--- src/rtl/tlb_pkg.sv ---
package tlb_pkg;

  // Per-slot attribute flags, fixed width regardless of block parameters.
  typedef struct packed {
    logic glob;   // matches in every address space, survives flush
    logic sup;    // large page: low VPN bits excluded from compare
    logic usr;    // user-mode access allowed
    logic wr;     // writes allowed
    logic dirty;  // page has been written
    logic nc;     // uncached (memory-mapped I/O)
  } tlb_attr_t;

  // Why a slot was chosen for a fill.
  typedef enum logic [1:0] {
    VIC_SAME = 2'd0,
    VIC_FREE = 2'd1,
    VIC_RR   = 2'd2
  } vic_src_t;

endpackage

--- src/rtl/tlb_entry_array.sv ---
module tlb_entry_array
  import tlb_pkg::*;
#(
  parameter int unsigned ENTRIES = 32,
  parameter int unsigned VPN_W   = 20,
  parameter int unsigned PPN_W   = 20,
  parameter int unsigned ASID_W  = 8,
  parameter int unsigned SP_BITS = 10
) (
  input  logic                       clk,
  input  logic                       rst_n,
  input  logic [VPN_W-1:0]           lk_vpn,
  input  logic [ASID_W-1:0]          cur_asid,
  output logic [ENTRIES-1:0]         lk_match,
  input  logic                       wr_en,
  input  logic [$clog2(ENTRIES)-1:0] wr_idx,
  input  logic [VPN_W-1:0]           wr_vpn,
  input  logic [PPN_W-1:0]           wr_ppn,
  input  logic [ASID_W-1:0]          wr_asid,
  input  tlb_attr_t                  wr_attr,
  output logic [ENTRIES-1:0]         same_key,
  input  logic                       inv_en,
  input  logic [VPN_W-1:0]           inv_vpn,
  input  logic                       flush_ng,
  output logic [ENTRIES-1:0]         valid_vec,
  output logic [ENTRIES-1:0]         glob_vec,
  output logic [PPN_W-1:0]           ent_ppn  [ENTRIES],
  output tlb_attr_t                  ent_attr [ENTRIES]
);

  localparam int unsigned IDX_W = $clog2(ENTRIES);
  localparam logic [VPN_W-1:0] BIG_MASK =
    {{(VPN_W-SP_BITS){1'b1}}, {SP_BITS{1'b0}}};

  for (genvar i = 0; i < ENTRIES; i++) begin : g_slot
    logic             v_q;
    logic [VPN_W-1:0] vpn_q;
    logic [PPN_W-1:0] ppn_q;
    logic [ASID_W-1:0] asid_q;
    tlb_attr_t        attr_q;
    logic [VPN_W-1:0] cmp_mask;
    logic             inv_hit;
    logic             wr_sel;

    assign cmp_mask = attr_q.sup ? BIG_MASK : '1;
    assign wr_sel   = wr_en && (wr_idx == IDX_W'(i));

    assign lk_match[i] = v_q
                      && (((lk_vpn ^ vpn_q) & cmp_mask) == '0)
                      && (attr_q.glob || (asid_q == cur_asid));

    assign inv_hit = v_q && (((inv_vpn ^ vpn_q) & cmp_mask) == '0);

    assign same_key[i] = v_q
                      && (attr_q.sup == wr_attr.sup)
                      && (((wr_vpn ^ vpn_q) & cmp_mask) == '0)
                      && ((attr_q.glob && wr_attr.glob)
                          || (!attr_q.glob && !wr_attr.glob && asid_q == wr_asid));

    always_ff @(posedge clk or negedge rst_n) begin
      if (!rst_n) begin
        v_q <= 1'b0;
      end else if (flush_ng && !attr_q.glob) begin
        v_q <= 1'b0;
      end else if (inv_en && inv_hit) begin
        v_q <= 1'b0;
      end else if (wr_sel) begin
        v_q <= 1'b1;
      end
    end

    always_ff @(posedge clk or negedge rst_n) begin
      if (!rst_n) begin
        vpn_q  <= '0;
        ppn_q  <= '0;
        asid_q <= '0;
        attr_q <= '0;
      end else if (wr_sel) begin
        vpn_q  <= wr_vpn;
        ppn_q  <= wr_ppn;
        asid_q <= wr_asid;
        attr_q <= wr_attr;
      end
    end

    assign valid_vec[i] = v_q;
    assign glob_vec[i]  = attr_q.glob;
    assign ent_ppn[i]   = ppn_q;
    assign ent_attr[i]  = attr_q;
  end

endmodule

--- src/rtl/tlb_victim_sel.sv ---
module tlb_victim_sel
  import tlb_pkg::*;
#(
  parameter int unsigned ENTRIES = 32
) (
  input  logic                       clk,
  input  logic                       rst_n,
  input  logic [ENTRIES-1:0]         valid_vec,
  input  logic [ENTRIES-1:0]         same_key,
  input  logic                       take,
  output logic [$clog2(ENTRIES)-1:0] vic_idx
);

  localparam int unsigned IDX_W = $clog2(ENTRIES);

  logic [IDX_W-1:0] rr_q;
  logic [IDX_W-1:0] same_idx, free_idx;
  logic             same_any, free_any;
  vic_src_t         src;

  always_comb begin
    same_any = 1'b0;
    same_idx = '0;
    free_any = 1'b0;
    free_idx = '0;
    for (int i = 0; i < ENTRIES; i++) begin
      if (!same_any && same_key[i]) begin
        same_any = 1'b1;
        same_idx = IDX_W'(i);
      end
      if (!free_any && !valid_vec[i]) begin
        free_any = 1'b1;
        free_idx = IDX_W'(i);
      end
    end
  end

  always_comb begin
    if (same_any) begin
      src     = VIC_SAME;
      vic_idx = same_idx;
    end else if (free_any) begin
      src     = VIC_FREE;
      vic_idx = free_idx;
    end else begin
      src     = VIC_RR;
      vic_idx = rr_q;
    end
  end

  always_ff @(posedge clk or negedge rst_n) begin
    if (!rst_n) begin
      rr_q <= '0;
    end else if (take && src == VIC_RR) begin
      rr_q <= (rr_q == IDX_W'(ENTRIES-1)) ? '0 : rr_q + 1'b1;
    end
  end

endmodule

--- src/rtl/tlb_resp_mux.sv ---
module tlb_resp_mux
  import tlb_pkg::*;
#(
  parameter int unsigned ENTRIES = 32,
  parameter int unsigned VPN_W   = 20,
  parameter int unsigned PPN_W   = 20,
  parameter int unsigned OFF_W   = 12,
  parameter int unsigned SP_BITS = 10
) (
  input  logic                   lk_valid,
  input  logic [VPN_W+OFF_W-1:0] lk_va,
  input  logic                   lk_write,
  input  logic                   lk_user,
  input  logic [ENTRIES-1:0]     lk_match,
  input  logic [PPN_W-1:0]       ent_ppn  [ENTRIES],
  input  tlb_attr_t              ent_attr [ENTRIES],
  output logic                   lk_hit,
  output logic                   lk_fault,
  output logic [PPN_W+OFF_W-1:0] lk_pa,
  output logic                   lk_nocache,
  output logic                   lk_dirty
);

  localparam int unsigned IDX_W = $clog2(ENTRIES);

  logic [IDX_W-1:0] sel;
  logic             any;
  logic [PPN_W-1:0] ppn, ppn_eff;
  tlb_attr_t        attr;
  logic [VPN_W-1:0] vpn;

  assign vpn = lk_va[VPN_W+OFF_W-1:OFF_W];

  // Lowest-index match wins.
  always_comb begin
    any = 1'b0;
    sel = '0;
    for (int i = 0; i < ENTRIES; i++) begin
      if (!any && lk_match[i]) begin
        any = 1'b1;
        sel = IDX_W'(i);
      end
    end
  end

  assign ppn  = ent_ppn[sel];
  assign attr = ent_attr[sel];

  assign ppn_eff = attr.sup ? {ppn[PPN_W-1:SP_BITS], vpn[SP_BITS-1:0]} : ppn;

  assign lk_fault   = lk_valid && any && ((lk_write && !attr.wr) || (lk_user && !attr.usr));
  assign lk_hit     = lk_valid && any && !lk_fault;
  assign lk_pa      = lk_hit ? {ppn_eff, lk_va[OFF_W-1:0]} : '0;
  assign lk_nocache = lk_hit && attr.nc;
  assign lk_dirty   = lk_hit && attr.dirty;

endmodule

--- src/rtl/tlb_asid_fa.sv ---
module tlb_asid_fa
  import tlb_pkg::*;
#(
  parameter int unsigned ENTRIES = 32,
  parameter int unsigned VPN_W   = 20,
  parameter int unsigned PPN_W   = 20,
  parameter int unsigned OFF_W   = 12,
  parameter int unsigned ASID_W  = 8,
  parameter int unsigned SP_BITS = 10
) (
  input  logic                   clk,
  input  logic                   rst_n,
  input  logic                   asid_we,
  input  logic [ASID_W-1:0]      asid_wdata,
  input  logic                   lk_valid,
  input  logic [VPN_W+OFF_W-1:0] lk_va,
  input  logic                   lk_write,
  input  logic                   lk_user,
  output logic                   lk_hit,
  output logic                   lk_fault,
  output logic [PPN_W+OFF_W-1:0] lk_pa,
  output logic                   lk_nocache,
  output logic                   lk_dirty,
  input  logic                   fill_valid,
  output logic                   fill_ready,
  input  logic [VPN_W-1:0]       fill_vpn,
  input  logic [PPN_W-1:0]       fill_ppn,
  input  logic [ASID_W-1:0]      fill_asid,
  input  logic                   fill_global,
  input  logic                   fill_super,
  input  logic                   fill_user,
  input  logic                   fill_writable,
  input  logic                   fill_dirty,
  input  logic                   fill_nocache,
  input  logic                   inv_valid,
  input  logic [VPN_W-1:0]       inv_vpn,
  input  logic                   flush_ng
);

  localparam int unsigned IDX_W = $clog2(ENTRIES);

  logic [ASID_W-1:0]  cur_asid_q;
  logic [ENTRIES-1:0] lk_match, same_key, valid_vec, glob_vec;
  logic [PPN_W-1:0]   ent_ppn  [ENTRIES];
  tlb_attr_t          ent_attr [ENTRIES];
  logic [IDX_W-1:0]   vic_idx;
  logic               fill_fire;
  tlb_attr_t          fill_attr;

  assign fill_ready = !(inv_valid || flush_ng);
  assign fill_fire  = fill_valid && fill_ready;

  assign fill_attr = '{glob:  fill_global,
                       sup:   fill_super,
                       usr:   fill_user,
                       wr:    fill_writable,
                       dirty: fill_dirty,
                       nc:    fill_nocache};

  always_ff @(posedge clk or negedge rst_n) begin
    if (!rst_n) begin
      cur_asid_q <= '0;
    end else if (asid_we) begin
      cur_asid_q <= asid_wdata;
    end
  end

  tlb_entry_array #(
    .ENTRIES(ENTRIES), .VPN_W(VPN_W), .PPN_W(PPN_W),
    .ASID_W(ASID_W), .SP_BITS(SP_BITS)
  ) u_array (
    .clk      (clk),
    .rst_n    (rst_n),
    .lk_vpn   (lk_va[VPN_W+OFF_W-1:OFF_W]),
    .cur_asid (cur_asid_q),
    .lk_match (lk_match),
    .wr_en    (fill_fire),
    .wr_idx   (vic_idx),
    .wr_vpn   (fill_vpn),
    .wr_ppn   (fill_ppn),
    .wr_asid  (fill_asid),
    .wr_attr  (fill_attr),
    .same_key (same_key),
    .inv_en   (inv_valid),
    .inv_vpn  (inv_vpn),
    .flush_ng (flush_ng),
    .valid_vec(valid_vec),
    .glob_vec (glob_vec),
    .ent_ppn  (ent_ppn),
    .ent_attr (ent_attr)
  );

  tlb_victim_sel #(.ENTRIES(ENTRIES)) u_victim (
    .clk      (clk),
    .rst_n    (rst_n),
    .valid_vec(valid_vec),
    .same_key (same_key),
    .take     (fill_fire),
    .vic_idx  (vic_idx)
  );

  tlb_resp_mux #(
    .ENTRIES(ENTRIES), .VPN_W(VPN_W), .PPN_W(PPN_W),
    .OFF_W(OFF_W), .SP_BITS(SP_BITS)
  ) u_resp (
    .lk_valid  (lk_valid),
    .lk_va     (lk_va),
    .lk_write  (lk_write),
    .lk_user   (lk_user),
    .lk_match  (lk_match),
    .ent_ppn   (ent_ppn),
    .ent_attr  (ent_attr),
    .lk_hit    (lk_hit),
    .lk_fault  (lk_fault),
    .lk_pa     (lk_pa),
    .lk_nocache(lk_nocache),
    .lk_dirty  (lk_dirty)
  );

endmodule

--- config.mk ---
export PLATFORM = sky130hd
export DESIGN_NAME = tlb_asid_fa
export DESIGN_NICKNAME = d
export VERILOG_FILES = /design/src/rtl/tlb_pkg.sv /design/src/rtl/tlb_entry_array.sv /design/src/rtl/tlb_victim_sel.sv /design/src/rtl/tlb_resp_mux.sv /design/src/rtl/tlb_asid_fa.sv
export SDC_FILE = /design/constraint.sdc
export NUM_CORES = 2
export LEC_CHECK = 0
export CAP_MARGIN = 20
export CORE_MARGIN = 2
export CORE_UTILIZATION = 60
export CTS_CLUSTER_SIZE = 28
export DETAILED_ROUTE_END_ITERATION = 6
export DONT_BUFFER_PORTS = 1
export PLACE_DENSITY_LB_ADDON = 0.2
export SKIP_LAST_GASP = 1
export SLEW_MARGIN = 5
export SYNTH_ARGS = -nofsm -noshare
export SYNTH_HDL_FRONTEND = slang
export SYNTH_SLANG_ARGS = --single-unit
export TNS_END_PERCENT = 5
--- constraint.sdc ---
create_clock -name clk -period 23 [get_ports clk]
set_input_delay 5.75 -clock clk [delete_from_list [all_inputs] [get_ports clk]]
set_output_delay 5.75 -clock clk [all_outputs]
set_load 0.005 [all_outputs]
After elaboration in Yosys (flattened, before gate mapping)
Index checks and enable logic that the tools add are counted.
Storage, ports and cells
  input port bits: 123
  output and inout bits: 37
  bits in registers: 1773
Cells by class
  mux-type cells: 330
  reduce and logical (&&, ||, !) cells: 841
  equal/unequal tests: 129
  magnitude comparators: 1
  add/subtract/negate cells: 1
  bitwise logic cells: 193
Operators by type and width (count)
  $and A20 B20 Y20: 96
  $logic_not A20 Y1: 96
  $xor A20 B20 Y20: 96
  $eq A8 B8 Y1: 64
  $logic_and A1 B1 Y1: 486
  $mux W5: 67
  $mux W10: 33
  $mux W1: 195
  $logic_not A1 Y1: 160
  $bmux W20 S5: 1
  $reduce_bool A3 Y1: 32
  $eq A5 B5 Y1 const B: 17
  $logic_or A1 B1 Y1: 66
  $mux W4: 16
  $eq A5 B4 Y1 const B: 8
  $mux W20: 2
  $eq A1 B1 Y1: 32
  $mux W32: 1
  $bmux W6 S5: 1
  $mux W3: 8
  $eq A5 B3 Y1 const B: 4
  $mux W2: 6
  $eq A5 B2 Y1 const B: 2
  $ge A6 B6 Y1 const B: 1
  other kinds (5): 5

Depth between registers and ports, before layout
  depth after elaboration: 110
  gate-level depth with buffers: 22
  mapped depth without buffers: 14

Hierarchy
Synthesis repeated with hierarchy kept, for this count alone.
Unflattened totals
  cells, all modules: 9029
  area total of the unflattened synthesis: 104432.7 um^2
By module, submodules not included
  tlb_entry_array: cells each 7763, area each 95462.8 um^2, instances 1, seq. area each 44042.2 um^2
  tlb_resp_mux: cells each 1087, area each 7518.5 um^2, instances 1, seq. area each 0.0 um^2
  tlb_victim_sel: cells each 160, area each 1108.6 um^2, instances 1, seq. area each 125.1 um^2
  tlb_asid_fa: cells each 19, area each 342.8 um^2, instances 1, seq. area each 200.2 um^2

Worst setup path before layout
No wires, ideal clock.
  path type: input to output
  start: input port lk_va[14]
  end: output port lk_pa[12]
  cell stages on the path: 20
  buffers on the path: 6
  setup slack: 7626 ps
  arrival: 9624 ps
  required time: 17250 ps
  cell sequence: buf_4 -> buf_6 -> buf_6 -> xor2_1 -> nor4_1 -> a41oi_2 -> nor3b_1 -> or4_1 -> nor4_2 -> nand2_1 -> or3_1 -> nand2_2 -> buf_4 -> buf_6 -> buf_4 -> mux2i_1 -> a22oi_1 -> a21oi_1 -> nor3_1 -> a2111oi_1
Between the ends
  word-level cells in the longest chain between the ends: 110
  elaborated cells on any way between the ends: 303
Ends and longest elaborated chain
  start: declaration: RTL line tlb_asid_fa.sv:16  | input logic [VPN_W+OFF_W-1:0] lk_va,
  $xor A20 B20 Y20: RTL line tlb_entry_array.sv:49  | && (((lk_vpn ^ vpn_q) & cmp_mask) == '0)
  $and A20 B20 Y20: RTL line tlb_entry_array.sv:49
  $logic_not A20 Y1: RTL line tlb_entry_array.sv:49
  $logic_and A1 B1 Y1: RTL line tlb_entry_array.sv:49
  $logic_and A1 B1 Y1: RTL line tlb_entry_array.sv:50  | && (attr_q.glob || (asid_q == cur_asid));
  $mux W1: RTL line tlb_resp_mux.sv:39  | if (!any && lk_match[i]) begin
  $logic_not A1 Y1: RTL line tlb_resp_mux.sv:39
  $logic_and A1 B1 Y1: RTL line tlb_resp_mux.sv:39
  (+93 left out)
  $mux W5 (not written as such) (2 in series): RTL line tlb_resp_mux.sv:47  | assign attr = ent_attr[sel];
  $logic_not A1 Y1: RTL line tlb_resp_mux.sv:51  | assign lk_fault = lk_valid && any && ((lk_write && !attr.wr) || (lk_user && !attr.usr));
  $logic_and A1 B1 Y1: RTL line tlb_resp_mux.sv:51
  $logic_or A1 B1 Y1: RTL line tlb_resp_mux.sv:51
  $logic_and A1 B1 Y1: RTL line tlb_resp_mux.sv:51
  $logic_not A1 Y1: RTL line tlb_resp_mux.sv:52  | assign lk_hit = lk_valid && any && !lk_fault;
  $logic_and A1 B1 Y1: RTL line tlb_resp_mux.sv:52
  $mux W32 *: RTL line tlb_resp_mux.sv:53  | assign lk_pa = lk_hit ? {ppn_eff, lk_va[OFF_W-1:0]} : '0;
  end: declaration: RTL line tlb_asid_fa.sv:21  | output logic [PPN_W+OFF_W-1:0] lk_pa,
Every way passes the cells marked *; elsewhere a longest branch is shown, timed or not. The select of a mux whose other input is x is not followed.

Final worst setup path
  start: input port lk_va[13]
  end: output port lk_pa[13]
The elaborated chain is that of the path after synthesis.

==> impl_metrics.ini <==
[synthesis]
syn_avg_cell_area_um2 = 11.7
synthXorXnorAreaFrac = 0.200
yosysSeqAreaShare = 0.411
synth-edff-count = 0
syn_inst = 9239
synth_top_family_by_area = multiplexers
synth-adder-area-share = 0.000232
syn_nets = 9364
muxShareOfSynthArea = 0.243
yosys.area.top_type = dfrtp_1
synth_top_area_frac = 0.411
async_reset_ff_frac = 1.00
ys_types = 102
synth_compound_area_frac = 0.0300
synth_area_um2 = 108000
ys_warn_count = 0
ys.flop_type = dfrtp_1
yosys_register_bits = 1773
synthSimpleGateAreaFrac = 0.0745
ys_top_cells_by_area = dfrtp_1 (41%), mux2_2 (17%), xnor2_1 (10%), xor2_1 (9.7%), mux2i_1 (6.1%)

[timing]
tightestPinTransition_ns = 1.28
fin_skew_ns = 0.0674
drv_slew = 0
finalCritPeriodShare = 0.797
finalHoldViolCount = 0
max_slew_margin = 0.150
min_period_ns = 18.33
fmax_mhz = 54.5
rsz0062_at_grt = false
tns_ns = 0
finalSetupViolations = 0

[run]
max-cap-violations = 0

[min_path]
hold_class = reg -> reg

[power_and_ir_drop]
p_per_area_nw_per_um2 = 63.6
power_mw = 7.32
leakagePower_nw = 54.3
vdd_ir_drop_max_v = 0.0000694

[place]
globalplace.congestion = 1.07
hpwl_um = 239000
numPortBuffers = 0

[critical_path]
crit_arrival_ns = 12.58
required_ns = 17.25
criticalPathCategory = in -> out
end_kind = output port
path_max_fanout = 101
cp-start-kind = input port

[drt]
detailedRoute.firstPassIterationCount = 7
dr_total_vias = 75600
drc_errors = 4
routedWlPerCell_um = 33.6
first_iter_violations = 8225
post_drt_via_cell_ratio = 6.66
drt-total-wl_um = 381000
drtAntennaViolNets = 0

[floorplan]
die_w_um = 428
initial_utilization = 0.604
io-pin-count = 160
rows = 155
die_area_um2 = 183000
core_area_um2 = 179000
die_height_um = 428

[final_layout]
final_cell_mix = dfrtp_1 (1,765), mux2_2 (1,657), xnor2_1 (1,258)
layout-drive-gt1-share = 0.248
syn_to_final_growth_pct = 6.54
n_fill_cell = 13800
layout_commonest_cell = dfrtp_1
fin_nets = 8940

[cts]
cts_buffer_depth = 3
cts.sinks = 1773
cts_tree = yes
cts_buffers = 192
cts.htree.levels = 4
path_clk_slew_ns = 0.06
hold_buffers = 0
clk-insertion-delay-late_ns = 0.88
root_buffer = clkbuf_16
cts_setup_buffers = 0
post_cts_resized = 0

[global_route]
grt_pass1_vias = 75400
grt_max_degree = 249
grt_use_total = 0.409
globalRouteOverflowTotal = 0
antenna_found_initial = 24
grt_pass1_wl_um = 545000

[run_status]
status = finished, violations left
violations = design-rule violations
per-stage QoR:
stage	area (um^2)	hold slack (ns)	cells	setup slack [ns]	utilization
after floorplan	108000	0.457	9239	7.63	-
after global placement	108000	0.467	11000	4.90	0.605
after detailed placement	108000	0.479	11000	4.83	0.605
after CTS	115000	0.493	11300	4.81	0.643
after global routing	115000	0.511	11300	4.43	0.644
final	115000	0.491	11300	4.67	0.644
cells by family (layout without fill, tap and decap cells):
logic type                 Yosys count  count (layout)
other                                0               7
buffers and inverters              815             554
DFF                               1773            1773
and+or+nand+nor                   1350            1350
muxes                             2407            2407
adders and majority gates            2               2
xor gates and xnor gates          2459            2459
AOI/OAI and AO/OA                  433             433
layer usage:
| layer | up-vias | track usage | wire length [um] |
|---|---|---|---|
| met4 | 12 | 0.225 | 24100 |
| met5 | - | 0 | 77 |
| met3 | 946 | 0.0991 | 35300 |
| met1 | 39200 | 0.545 | 155000 |
| met2 | 3518 | 0.615 | 167000 |
| li1 | 31800 | - | - |
area by class of cell:
| class | count | area [um^2] | share of cell area |
|---|---|---|---|
| multi-input combinational | 6651 | 59400 | 0.516 |
| sequential | 1773 | 44400 | 0.386 |
| clock buffer | 273 | 5580 | 0.0485 |
| tap | 2355 | 2950 | 0.0256 |
| timing repair buffer | 140 | 1360 | 0.0118 |
| clock inverter | 84 | 1130 | 0.00981 |
| inverter | 57 | 214 | 0.00186 |
| antenna | 7 | 17.5 | 0.000152 |
power by group:
part | switching, mW | internal, mW | total [mW]
Clock | 1.37 | 1.91 | 3.28
Combinational | 0.352 | 0.343 | 0.695
Sequential | 0.124 | 3.21 | 3.34
Total | 1.85 | 5.47 | 7.32
cell usage after synthesis, drive strengths merged, types with 21 or more instances:
cell       n
inv       57
o21ai     31
a41oi     63
nor4     323
a32o      24
mux2    1749
xor2    1201
nor2b     21
nor3     192
o211ai    35
clkbuf   285
nand4    345
mux2i    658
nand2     91
nor2      48
nand3    106
xnor2   1258
dfrtp   1773
a21oi    105
o22ai     26
or3      111
buf      473
a22oi     42
critical path, stage by stage:
cell       delay, ns
xor2_1          0.19
nor4_1          0.07
a41oi_1         0.76
nor4_1          0.22
or4_1           0.62
nor4_2          0.44
nand2_1         0.24
or3_1           0.57
nand2_8         0.61
buf_12          0.64
mux2_2          0.41
o21ai_1         0.17
o2111ai_1       0.17
a22o_2          0.66
a2111oi_1       0.47
buf_4           0.19
path summary, 6_finish.rpt:
check | endpoint | start | slack, ns | cells after the start
worst min-delay path | u_array.g_slot[31].ppn_q[19] | u_array.g_slot[31].ppn_q[19] | 0.49 | 1
worst max-delay path | lk_pa[13] | lk_va[13] | 4.67 | 16
worst max register to register | u_array.ent_attr[166] | u_array.g_slot[2].v_q | 15.11 | 14
max in group asynchronous | u_array.g_slot[16].ppn_q[12] | rst_n | 14.62 | 6
min in group asynchronous | u_array.g_slot[15].vpn_q[2] | rst_n | 4.60 | 0
worst min register to register | u_array.g_slot[31].ppn_q[19] | u_array.g_slot[31].ppn_q[19] | 0.49 | 1
registers in the layout, summed over array words and instances (netlist names):
signal and flops:
u_array.g_slot.ppn_q 640, u_array.g_slot.vpn_q 640, u_array.ent_attr 192, u_array.g_slot.v_q 32, u_array.g_slot.asid_q 256, u_victim.rr_q 5
cur_asid_q 8
No activity file was read; power rests on OpenSTA's default activity.
